===== src/rtl/cfg_lane_pkg.sv =====
package cfg_lane_pkg;
    localparam int LANES  = 4;
    localparam int BYTE_W = 8;
    localparam int DATA_W = LANES * BYTE_W;
    localparam int OFF_W  = $clog2(LANES);
    localparam int SIZE_W = OFF_W + 1;

    typedef enum logic [1:0] {
        PH_IDLE  = 2'd0,
        PH_FETCH = 2'd1,
        PH_STORE = 2'd2,
        PH_DONE  = 2'd3
    } phase_e;

    typedef struct packed {
        phase_e              phase;
        logic                is_wr;
        logic [SIZE_W-1:0]   size;
        logic [OFF_W-1:0]    off;
        logic [DATA_W-1:0]   wdata;
        logic [DATA_W-1:0]   wr_word;
        logic [DATA_W-1:0]   rsp;
        logic                misal;
    } ctx_t;

    function automatic logic size_ok(input logic [SIZE_W-1:0] s);
        return (s == SIZE_W'(1)) || (s == SIZE_W'(2)) || (s == SIZE_W'(LANES));
    endfunction
endpackage


===== src/rtl/cfg_lane_extract.sv =====
module cfg_lane_extract
    import cfg_lane_pkg::*;
(
    input  logic [DATA_W-1:0] word_i,
    input  logic [SIZE_W-1:0] size_i,
    input  logic [OFF_W-1:0]  off_i,
    output logic [DATA_W-1:0] data_o
);
    logic [LANES-1:0][BYTE_W-1:0] pick;

    // result byte p comes from stored lane (off + size - 1 - p) mod LANES
    for (genvar p = 0; p < LANES; p++) begin : g_pick
        logic [BYTE_W-1:0] b;
        always_comb begin
            int src;
            src = (int'(off_i) + int'(size_i) - 1 - p) & (LANES - 1);
            b   = (p < int'(size_i)) ? word_i[src*BYTE_W +: BYTE_W] : '0;
        end
        assign pick[p] = b;
    end

    assign data_o = size_ok(size_i) ? pick : '1;
endmodule


===== src/rtl/cfg_lane_insert.sv =====
module cfg_lane_insert
    import cfg_lane_pkg::*;
(
    input  logic [DATA_W-1:0] old_i,
    input  logic [DATA_W-1:0] new_i,
    input  logic [SIZE_W-1:0] size_i,
    input  logic [OFF_W-1:0]  off_i,
    output logic [DATA_W-1:0] word_o
);
    logic [LANES-1:0][BYTE_W-1:0] lane;

    // stored lane L is the j-th requested byte, j = (L - off) mod LANES
    for (genvar l = 0; l < LANES; l++) begin : g_lane
        logic [BYTE_W-1:0] b;
        always_comb begin
            int j;
            int idx;
            j   = (l - int'(off_i)) & (LANES - 1);
            idx = (int'(size_i) - 1 - j) & (LANES - 1);
            b   = (j < int'(size_i)) ? new_i[idx*BYTE_W +: BYTE_W]
                                     : old_i[l*BYTE_W +: BYTE_W];
        end
        assign lane[l] = b;
    end

    assign word_o = size_ok(size_i) ? lane : '1;
endmodule


===== src/rtl/cfg_lane_merge.sv =====
module cfg_lane_merge
    import cfg_lane_pkg::*;
(
    input  logic              clk,
    input  logic              rst_n,
    input  logic              req_valid,
    output logic              req_ready,
    input  logic              req_write,
    input  logic [SIZE_W-1:0] req_size,
    input  logic [OFF_W-1:0]  req_offset,
    input  logic [DATA_W-1:0] req_wdata,
    output logic              rsp_valid,
    output logic [DATA_W-1:0] rsp_data,
    output logic              rsp_misalign,
    output logic              tgt_rd_en,
    input  logic              tgt_rd_valid,
    input  logic [DATA_W-1:0] tgt_rd_data,
    output logic              tgt_wr_en,
    input  logic              tgt_wr_ack,
    output logic [DATA_W-1:0] tgt_wr_data
);
    ctx_t c_q, c_d;

    logic              idle;
    logic [SIZE_W-1:0] ins_size;
    logic [OFF_W-1:0]  ins_off;
    logic [DATA_W-1:0] ins_new;
    logic [DATA_W-1:0] ins_word;
    logic [DATA_W-1:0] ext_word;
    logic              req_misal;

    assign idle     = (c_q.phase == PH_IDLE);
    assign ins_size = idle ? req_size   : c_q.size;
    assign ins_off  = idle ? req_offset : c_q.off;
    assign ins_new  = idle ? req_wdata  : c_q.wdata;

    cfg_lane_extract u_extract (
        .word_i (tgt_rd_data),
        .size_i (c_q.size),
        .off_i  (c_q.off),
        .data_o (ext_word)
    );

    cfg_lane_insert u_insert (
        .old_i  (tgt_rd_data),
        .new_i  (ins_new),
        .size_i (ins_size),
        .off_i  (ins_off),
        .word_o (ins_word)
    );

    assign req_misal = size_ok(req_size) &&
                       ((SIZE_W'(req_size - SIZE_W'(1)) & SIZE_W'(req_offset)) != '0);

    always_comb begin
        c_d = c_q;
        unique case (c_q.phase)
            PH_IDLE: begin
                if (req_valid) begin
                    c_d.is_wr = req_write;
                    c_d.size  = req_size;
                    c_d.off   = req_offset;
                    c_d.wdata = req_wdata;
                    c_d.misal = req_misal;
                    if (!size_ok(req_size)) begin
                        c_d.rsp   = '1;
                        c_d.phase = PH_DONE;
                    end else if (req_write && (req_size == SIZE_W'(LANES))) begin
                        c_d.wr_word = ins_word;
                        c_d.phase   = PH_STORE;
                    end else begin
                        c_d.phase = PH_FETCH;
                    end
                end
            end
            PH_FETCH: begin
                if (tgt_rd_valid) begin
                    if (c_q.is_wr) begin
                        c_d.wr_word = ins_word;
                        c_d.phase   = PH_STORE;
                    end else begin
                        c_d.rsp   = ext_word;
                        c_d.phase = PH_DONE;
                    end
                end
            end
            PH_STORE: begin
                if (tgt_wr_ack) begin
                    c_d.rsp   = c_q.wr_word;
                    c_d.phase = PH_DONE;
                end
            end
            default: c_d.phase = PH_IDLE;
        endcase
    end

    always_ff @(posedge clk) begin
        if (!rst_n) c_q <= '0;
        else        c_q <= c_d;
    end

    assign req_ready    = idle;
    assign tgt_rd_en    = (c_q.phase == PH_FETCH);
    assign tgt_wr_en    = (c_q.phase == PH_STORE);
    assign tgt_wr_data  = c_q.wr_word;
    assign rsp_valid    = (c_q.phase == PH_DONE);
    assign rsp_data     = c_q.rsp;
    assign rsp_misalign = c_q.misal;

    // ---------------- assertions ----------------
    p_done_single_r9: assert property (@(posedge clk) disable iff (!rst_n)
        rsp_valid |=> !rsp_valid);

    p_busy_not_ready_r9: assert property (@(posedge clk) disable iff (!rst_n)
        (tgt_rd_en || tgt_wr_en || rsp_valid) |-> !req_ready);

    p_rd_hold_r10: assert property (@(posedge clk) disable iff (!rst_n)
        (tgt_rd_en && !tgt_rd_valid) |=> tgt_rd_en);

    p_wr_hold_r10: assert property (@(posedge clk) disable iff (!rst_n)
        (tgt_wr_en && !tgt_wr_ack) |=> (tgt_wr_en && $stable(tgt_wr_data)));

    p_full_wr_no_fetch_r6: assert property (@(posedge clk) disable iff (!rst_n)
        tgt_rd_en |-> !(c_q.is_wr && (c_q.size == SIZE_W'(LANES))));

    p_narrow_fetch_first_r5: assert property (@(posedge clk) disable iff (!rst_n)
        ($rose(tgt_wr_en) && (c_q.size != SIZE_W'(LANES))) |-> $past(tgt_rd_en));

    p_bad_size_no_target_r7: assert property (@(posedge clk) disable iff (!rst_n)
        (tgt_rd_en || tgt_wr_en) |-> size_ok(c_q.size));

    p_byte_never_misal_r8: assert property (@(posedge clk) disable iff (!rst_n)
        (rsp_valid && (c_q.size == SIZE_W'(1))) |-> !rsp_misalign);
endmodule


===== config.mk =====
export PLATFORM = sky130hd
export DESIGN_NAME = cfg_lane_merge
export DESIGN_NICKNAME = d
export VERILOG_FILES = /design/src/rtl/cfg_lane_pkg.sv /design/src/rtl/cfg_lane_extract.sv /design/src/rtl/cfg_lane_insert.sv /design/src/rtl/cfg_lane_merge.sv
export SDC_FILE = /design/constraint.sdc
export NUM_CORES = 1
export LEC_CHECK = 0
export BUFFER_PORTS_ARGS = -buffer_cell sky130_fd_sc_hd__buf_2
export CORE_ASPECT_RATIO = 0.7
export CORE_MARGIN = 2
export CORE_UTILIZATION = 43
export CTS_CLUSTER_SIZE = 8
export DETAILED_ROUTE_END_ITERATION = 8
export GPL_ROUTABILITY_DRIVEN = 0
export RECOVER_POWER = 100
export SLEW_MARGIN = 10
export SYNTH_ARGS = -nofsm -noshare
export SYNTH_HDL_FRONTEND = slang
export SYNTH_SLANG_ARGS = --single-unit

===== constraint.sdc =====
create_clock -name clk -period 3.4 [get_ports clk]
set_clock_uncertainty 0.1 [all_clocks]
set_input_delay 0.17 -clock clk [delete_from_list [all_inputs] [get_ports clk]]
set_output_delay 0.17 -clock clk [all_outputs]
set_load 0.05 [all_outputs]

-- Word-level counts from Yosys, hierarchy flattened
Index checks and enable logic that the tools add are counted.
- flip-flop bits (word level): 105
- bits of input ports: 75
- output and inout bits: 69
- word-level logic and storage cells: 105
- $add $sub $neg: 15
- $lt $le $gt $ge: 8
- equal/unequal tests: 20
- shift-type cells: 8
- muxes and demuxes: 29
- bitwise operators: 1
- reductions and logical operators: 16
- operator list (cell ; number):
    32-bit two-way mux ; 9
    32-bit by 6-bit indexed part select with 8-bit output ; 8
    105-bit two-way mux ; 1
    32-bit case mux with 3 select lines ; 1
    64-bit two-way mux ; 1
    8-bit two-way mux ; 8
    32-bit case mux with 2 select lines ; 1
    2-bit by 3-bit less-than comparator with 1-bit output ; 4
    6-bit AND reduction ; 2
    2-bit two-way mux ; 5
    2-bit by 1-bit != test with 1-bit output, second input constant ; 5
    3-bit by 1-bit equality test with 1-bit output, second input constant ; 3
    3-bit by 2-bit equality test with 1-bit output, second input constant ; 3
    3-bit equality test, second input constant ; 3
    2-bit subtractor ; 4
    1-bit logical OR ; 6
    1-bit by 3-bit less-than comparator with 1-bit output, first input constant ; 2
    2-bit by 3-bit less-than comparator with 1-bit output, first input constant ; 2
    2-bit != test, second input constant ; 3
    2-bit case mux with 3 select lines ; 1
    3-bit nonzero test ; 2
    2-bit subtractor, second input constant ; 3
    2-bit equality test, second input constant ; 2
    1-bit by 2-bit subtractor with 2-bit output, first input constant ; 2
    13 further kinds ; 16

-- Depth between registers and ports, before layout
Gate-level depths: netlist of run 1.
- depth after elaboration: 11
- mapped depth: 12

-- By module
From an unflattened synthesis of run 1, not the netlist that was laid out.
- cells, all modules: 944
- area, all modules: 7741.2 um^2
- modules (own cells, without submodules) (module ; times used ; cells an instance ; area an instance (um^2)):
    cfg_lane_merge ; 1 ; 615 ; 5326.4
    cfg_lane_insert ; 1 ; 184 ; 1430.1
    cfg_lane_extract ; 1 ; 145 ; 984.7

-- Worst setup path before layout of run 1
No wires, ideal clock.
- path kind: register to register
- start: register c_q[103] (netlist name)
- end: register c_q (netlist bit tgt_wr_data[15])
- setup time: 149 ps
- arrival time: 3277 ps
- data required time: 3151 ps
- setup slack: -126 ps
- cell stages (with the launch flop): 12
- path buffers: 3
- clock period less this slack: 3526 ps
- cells stage by stage: dfxtp_1 > inv_1 > ha_1 > buf_4 > mux2_4 > ha_1 > clkbuf_1 > clkbuf_1 > mux4_2 > mux2_2 > nor2_1 > o311ai_0
- longest elaborated chain between the ends: 11
- RTL lines (element ; RTL line ; source):
    from (decl) ; cfg_lane_merge.sv:22 ; ctx_t c_q, c_d;
    from (signal assigned) ; cfg_lane_merge.sv:98 ; if (!rst_n) c_q <= '0;
    from (signal assigned) ; cfg_lane_merge.sv:99 ; else c_q <= c_d;
    2-bit logical NOT (*) ; cfg_lane_merge.sv:32 ; assign idle = (c_q.phase == PH_IDLE);
    named net req_ready ; cfg_lane_merge.sv:7 ; output logic req_ready,
    3-bit two-way mux / 2-bit two-way mux (equally long branches) ; cfg_lane_merge.sv:33, cfg_lane_merge.sv:34 ;
    2-bit by 1-bit subtractor with 2-bit output / 1-bit by 2-bit subtractor with 2-bit output (equally long branches) ; cfg_lane_insert.sv:19, cfg_lane_insert.sv:18 ;
    2-bit subtractor ; cfg_lane_insert.sv:19 ; idx = (int'(size_i) - 1 - j) & (LANES - 1);
    32-bit by 6-bit indexed part select with 8-bit output ; cfg_lane_insert.sv:20 ; b = (j < int'(size_i)) ? new_i[idx*BYTE_W +: BYTE_W]
    8-bit two-way mux ; cfg_lane_insert.sv:20 ;
    32-bit two-way mux ; cfg_lane_insert.sv:26 ; assign word_o = size_ok(size_i) ? lane : '1;
    32-bit two-way mux ; cfg_lane_merge.sv:68 ; end else if (req_write && (req_size == SIZE_W'(LANES))) begin
    32-bit two-way mux ; cfg_lane_merge.sv:65 ; if (!size_ok(req_size)) begin
    105-bit two-way mux ; cfg_lane_merge.sv:59 ; if (req_valid) begin
    32-bit case mux with 2 select lines ; cfg_lane_merge.sv:57 ; unique case (c_q.phase)
The timed path passes the listed nets; every way through them passes the cells marked *. The select of a mux whose other input is x is not followed.
A chain may end at the register's enable or synchronous reset.

-- Final worst setup path of run 1
- start: register c_q[104] (netlist name)
- end: register c_q (netlist bit tgt_wr_data[27])
- longest elaborated chain between the ends: 11
- RTL lines (element ; RTL line):
    2-bit logical NOT ; cfg_lane_merge.sv:32, cfg_lane_merge.sv:57
    3-bit two-way mux / 2-bit two-way mux (equally long branches) ; cfg_lane_merge.sv:33, cfg_lane_merge.sv:34
    2-bit by 1-bit subtractor with 2-bit output / 2-bit subtractor (equally long branches) ; cfg_lane_insert.sv:19, cfg_lane_insert.sv:18
    2-bit subtractor ; cfg_lane_insert.sv:19
    32-bit by 6-bit indexed part select with 8-bit output ; cfg_lane_insert.sv:20
    8-bit two-way mux ; cfg_lane_insert.sv:20
    32-bit two-way mux ; cfg_lane_insert.sv:26
    32-bit two-way mux ; cfg_lane_merge.sv:68
    32-bit two-way mux ; cfg_lane_merge.sv:65
    105-bit two-way mux ; cfg_lane_merge.sv:59
    32-bit case mux with 2 select lines ; cfg_lane_merge.sv:57
Several ways; a longest one is shown, not always the timed one. The select of a mux whose other input is x is not followed.

==> summary.txt, run 1 <==
Outcome: finished, violations left
Failing checks: max-capacitance violations, max-slew violations
# nets final: 992
Largest net degree at the start of global routing: 42
Cell count after synthesis: 817
Htree depth: 3
CTS tree: built
Vias in the first global route: 6328
First-pass DRT Iterations: 5
Global Route Usage Sum: 0.2694
Critical Path Fanout Max: 12
Ys Warns: 0
Num ports: 144
Detail Route Antenna Nets: 0
Clock sink count: 105
Layout cell share with drive strength beyond 1: 0.2152
Core footprint: 0.01654 mm2
Synthesized Nets: 907
Reg-to-reg critical path startpoint: c_q[104]
RSZ-0062 raised after global routing: no
Final Hold Fails: 0
Area Overhead vs Synth: 13.48%
Clk root buf: clkbuf_16
Commonest cells after routing, fill and taps aside: nand2_1, dfxtp_1, nor2_1
Synth Register Bits: 105
CTS max path bufs: 2
Post-layout min period: 3099 ps
Total CTS buffers: 9
Worst setup path start: c_q[104]
N_diodes: 0
IO Port Bufs: 143
Final Max Tran Viols: 74
Synth cell types: 59
Hold Startpoint: req_size[0]
Post-route setup TNS: 0 ps
Std-Cell Rows: 39
PD cells: 1011 mW/mm2
Slew Limit Headroom: -0.1898
Final critical-path share of the clock period: 0.9115
Starting density of the core: 0.4450
Critical Path RT: 3540 ps
DP HPWL: 17970 um
Leading cell type in the layout, fill and taps excluded: nand2_1
Post-synth EDFFs: 0
DIE HEIGHT: 113.5 um
CP top delay family: adder cells
Routed wire length: 24220 um
GRT overflow: 0
Mapped Area: 0.007361 mm2
Worst path slowest cell: xnor3_1
FMAX: 0.3227 GHz
Fin Hold WS: 11.03 ps
Worst path bufs/invs: 2
Worst path max stage delay: 550 ps
Setup Crit Path Kind: reg2reg
DRC: 0
Vias: 6688
Initial antenna violation count: 1
DR WL/cell: 21.42 um
Sequential share of the synthesized area: 0.2856
Hold Path Class: in2reg
Global-route wire length before repair: 37870 um
Worst slew pin tran: 1785 ps
Critical Path AT: 3240 ps
Max-Cap Viols: 2
Vias per inst: 5.913
Finish-stage setup viols: 0
Die area: 0.01820 mm2
Worst path cell trace: inv_1 > ha_2 > mux2i_2 > ha_1 > xnor3_1 > clkbuf_2 > nor2b_1 > a211oi_1 > o311ai_0
Nature of the critical path endpoint: flop
Avg Inst Size Synth: 9.010 um2
Worst IR Drop VDD: 466.0 uV
Post-synth ARST share: 0
Initial DRC Count: 668
Predominant post-synthesis flop cell: dfxtp_1
Skew-Pair Late Insertion Delay: 350 ps
Die Wd: 160.4 um
Post-layout util: 0.5050
Leakage: 3.038 nW
Worst setup SP type: flop
Clock transition at path regs: 70 ps
[metrics by stage]
stage	instance area (um2)	setup slack (ps)	std cells	total power, mW
finish	8353	301.1	1131	8.445
global placement	7756	347.4	1079	7.172
floorplan	7363	67.58	817	6.372
global route	8353	57.25	1131	8.917
detailed placement	7756	238.2	1079	7.197
CTS	8458	232.0	1130	8.476
[sequential cells by signal (all words and copies together), names as in the netlist]
name,cells
rsp_misalign,1
c_q,40
tgt_wr_data,32
rsp_data,32
[report_power, final]
| group | switching (mW) | total, mW | internal [mW] |
|---|---|---|---|
| registers | 0.336 | 1.92 | 1.59 |
| logic | 3.34 | 5.28 | 1.94 |
| clock network | 0.500 | 1.24 | 0.741 |
| total | 4.17 | 8.44 | 4.27 |
[worst paths after layout]
| check | slack [ps] | depth (start not counted) | endpoint |
|---|---|---|---|
| max | 300 | 9 | tgt_wr_data[27] |
| min | 10 | 3 | c_q[99] |
| max reg2reg | 300 | 9 | tgt_wr_data[27] |
| min reg2reg | 360 | 2 | rsp_misalign |
[synthesized netlist by cell type, types with 14 or more instances]
cell type | n | area (um2)
a211oi_1 | 47 | 352.8
a21oi_1 | 60 | 300.3
a22oi_1 | 16 | 120.1
a311oi_1 | 17 | 148.9
buf_4 | 67 | 503.0
clkbuf_1 | 40 | 150.1
dfxtp_1 | 105 | 2102
ha_1 | 15 | 187.7
inv_1 | 14 | 52.55
mux2_2 | 19 | 214.0
mux2i_1 | 32 | 320.3
mux4_2 | 48 | 1081
nand2_1 | 116 | 435.4
nor2_1 | 98 | 367.9
nor2b_1 | 17 | 106.4
o311ai_1 | 15 | 131.4
[cell type report]
class,count,area (um2)
clock buffers,11,242.7
clock inverters,4,98.84
fillers,1628,8189
inverters,16,60.06
multi-input cells,571,4429
flip-flops and latches,105,2102
well taps,225,281.5
repair buffers,199,1139
[cells by family after synthesis]
family | share of synthesized area
AOI/OAI and AO/OA | 0.1928
xor gates and xnor gates | 0.01683
adders and majority gates | 0.02550
buffers and inverters | 0.1108
DFF | 0.2856
muxes | 0.2264
and+or+nand+nor | 0.1421
[what timing repair did]
item                                    in CTS  in global routing
buffers inserted                             0                  1
hold endpoints to repair                    36                  0
endpoints found under the setup margin       0                 12
hold buffers                                36                  0
gates resized for setup                      0                  0
[tightest hold or removal path, cell delays in order]
cell     delay [ps]
buf_2           130
nand2_1          60
a21oi_1          50
[routing by layer]
metal | wire [um] | track usage | vias to the layer above
li1 | - | - | 3100
met1 | 10780 | 0.3905 | 3236
met2 | 10710 | 0.3925 | 325
met3 | 2473 | 0.08436 | 27
met4 | 257 | 0.06186 | 0
met5 | 0 | 0 | -
No activity file was read; power rests on OpenSTA's default activity.
==> inputs of run 2 (changes only) <==
--- a/config.mk
+++ b/config.mk
@@ -5,7 +5,7 @@
 export SDC_FILE = /design/constraint.sdc
 export NUM_CORES = 1
 export LEC_CHECK = 0
-export BUFFER_PORTS_ARGS = -buffer_cell sky130_fd_sc_hd__buf_2
+export BUFFER_PORTS_ARGS = -buffer_cell sky130_fd_sc_hd__buf_4
 export CORE_ASPECT_RATIO = 0.7
 export CORE_MARGIN = 2
 export CORE_UTILIZATION = 43
==> run 2 against run 1 <==
  * The flow still finishes with violations (max-capacitance violations, max-slew violations)
  * Fmax is 3.5% lower
  * Total power is 0.64% lower
  * Routed wire length grew 3.1%
  * Worst hold slack improved by 81 ps
  * Non-clock buffer count rose by 3
  * Combinational power rose by 2%
  * Critical path type unchanged
  * Critical endpoint is now tgt_wr_data[23]
==> summary.txt, run 2 (synthesis gave the netlist of run 1 again) <==
Placed Cells: 1079 (unchanged)
Worst path cell trace: inv_1 > ha_2 > mux2i_2 > inv_1 > ha_1 > xnor2_1 > xnor2_4 > buf_12 > clkbuf_1 > mux2i_1 > a2111oi_2 (was inv_1 > ha_2 > mux2i_2 > ha_1 > xnor3_1 > clkbuf_2 > nor2b_1 > a211oi_1 > o311ai_0)
Starting density of the core: 0.4450 (unchanged)
Worst path slowest cell: mux2i_2 (was xnor3_1)
NetSw: 4.260 mW (was 4.171 mW)
Vias per inst: 5.989 (was 5.913)
Worst setup endpoint: tgt_wr_data[23] (was tgt_wr_data[27])
Area after DPL: 0.008114 mm2 (was 0.007756 mm2)
Nature of the critical path endpoint: flop (unchanged)
Skew-Pair Late Insertion Delay: 360 ps (was 350 ps)
Post-layout min period: 3211 ps (was 3099 ps)
Clk root buf: clkbuf_16 (unchanged)
Num ports: 144 (unchanged)
Reg power frac: 0.231 (was 0.228)
Total power: 8.390 mW (was 8.445 mW)
Critical Path AT: 3370 ps (was 3240 ps)
Std-Cell Rows: 39 (unchanged)
Leading cell type in the layout, fill and taps excluded: nand2_1 (unchanged)
Leakage: 3.091 nW (was 3.038 nW)
Global-route wire length before repair: 38760 um (was 37870 um)
GRT overflow: 0 (unchanged)
Detail Route Antenna Nets: 0 (unchanged)
Worst slew pin tran: 1741 ps (was 1785 ps)
Failing checks: max-capacitance violations, max-slew violations (unchanged)
First-pass DRT Iterations: 6 (was 5)
Worst setup path start: c_q[103] (was c_q[104])
Worst R2R Setup Slack: 190 ps (was 300 ps)
Core footprint: 0.01654 mm2 (unchanged)
DP HPWL: 18920 um (was 17970 um)
Layout cell share with drive strength beyond 1: 0.2165 (was 0.2152)
Worst path max stage delay: 450 ps (was 550 ps)
Htree depth: 3 (unchanged)
Global Route Usage Sum: 0.2751 (was 0.2694)
Most common cell on crit path: inv_1
Die area: 0.01820 mm2 (unchanged)
Finish-stage setup viols: 0 (unchanged)
Dpl ws: 180.4 ps (was 238.2 ps)
CTS tree: built (unchanged)
Final critical-path share of the clock period: 0.9445 (was 0.9115)
Worst IR Drop VDD: 382.5 uV (was 466.0 uV)
Reg-to-reg critical path startpoint: c_q[103] (was c_q[104])
DR WL/cell: 22.00 um (was 21.42 um)
Comb pwr share: 0.641 (was 0.625)
# nets final: 995 (was 992)
Slew Limit Headroom: -0.1606 (was -0.1898)
Area Overhead vs Synth: 15.86% (was 13.48%)
R2R cell count: 11 (was 9)
Total CTS buffers: 9 (unchanged)
Outcome: finished, violations left (unchanged)
Max FFs per register: 40 (unchanged)
Reg with most FFs: c_q (unchanged)
Final Hold Fails: 0 (unchanged)
N_diodes: 0 (unchanged)
IO Port Bufs: 143 (unchanged)
Vias in the first global route: 6732 (was 6328)
Vias: 6797 (was 6688)
Max-Cap Viols: 2 (unchanged)
Final worst slack: 188.8 ps (was 301.1 ps)
Multi-input gate area: 0.004434 mm2 (was 0.004429 mm2)
Critical Path RT: 3560 ps (was 3540 ps)
Fill count: 1636 (was 1628)
DRC: 0 (unchanged)
Die Wd: 160.4 um (unchanged)
Clock sink count: 105 (unchanged)
DIE HEIGHT: 113.5 um (unchanged)
Fin Hold WS: 91.66 ps (was 11.03 ps)
PD cells: 983.8 mW/mm2 (was 1011 mW/mm2)
Register area: 0.002102 mm2 (unchanged)
Post-route setup TNS: 0 ps (unchanged)
Initial DRC Count: 591 (was 668)
Post-layout util: 0.5155 (was 0.5050)
Finished Cell Area: 0.008528 mm2 (was 0.008353 mm2)
Largest net degree at the start of global routing: 44 (was 42)
CTS max path bufs: 2 (unchanged)
Post-Layout Cell Count: 1135 (was 1131)
Initial antenna violation count: 0 (was 1)
Reg2reg end: tgt_wr_data[23] (was tgt_wr_data[27])
Critical Path Fanout Max: 15 (was 12)
Final Max Tran Viols: 75 (was 74)
Clock power frac: 0.127 (was 0.147)
Worst setup SP type: flop (unchanged)
FMAX: 0.3114 GHz (was 0.3227 GHz)
Sw Share: 0.5077 (was 0.4939)
RSZ-0062 raised after global routing: no (unchanged)
Hold Path Class: in2reg (unchanged)
Setup Crit Path Kind: reg2reg (unchanged)
Commonest cells after routing, fill and taps aside: nand2_1, dfxtp_1, nor2_1 (unchanged)
Clock transition at path regs: 80 ps (was 70 ps)
Cell Int Power: 4.131 mW (was 4.273 mW)
Routed wire length: 24970 um (was 24220 um)
## run 2: layout make-up
class | count | share of cell area
Clock buffer | 11 | 0.02846
Clock inverter | 5 | 0.005428
Inverter | 16 | 0.007042
Multi-Input combinational cell | 571 | 0.5200
Sequential cell | 105 | 0.2465
Tap cell | 225 | 0.03301
Timing Repair Buffer | 202 | 0.1596
## run 2: critical path, delay by kind of cell (launching register included)
kind,cells,cell delay [ps]
xor gates and xnor gates,2,620
AOI/OAI and AO/OA,1,310
buffers and inverters,4,580
adders and majority gates,2,570
muxes,2,560
DFF,1,360
## run 2: repair_timing
action                     4_1_cts  5_1_grt
resized for setup                0        0
hold buffers                    38        0
buffers inserted                 0        2
hold endpoints to repair        38        0
setup endpoints to repair        0       14
## run 2: how the worst min path moves through the flow
stage / start / end / cells past startpoint
floorplan: req_wdata[0] / c_q[65] / 2
global placement: req_wdata[12] / c_q[77] / 3
detailed placement: req_wdata[4] / c_q[69] / 3
CTS: tgt_rd_data[27] / tgt_wr_data[27] / 3
global route: tgt_rd_data[31] / tgt_wr_data[31] / 3
finish: tgt_rd_data[11] / tgt_wr_data[11] / 3
## run 2: layer usage
layer / GRT usage / vias up / part of all wire
li1: - / 3115 / -
met1: 0.3692 / 3305 / 0.43
met2: 0.4399 / 327 / 0.45
met3: 0.07564 / 50 / 0.093
met4: 0.07628 / 0 / 0.023
met5: 0 / - / 0
## run 2: power groups by stage
stage	registers, mW	clock network (mW)	logic, mW
6_report	1.94	1.07	5.38
5_1_grt	1.97	1.13	5.74
4_1_cts	1.94	1.08	5.53
3_5_place_dp	1.96	0	5.47
3_3_place_gp	1.94	0	5.39
2_1_floorplan	1.79	0	4.58
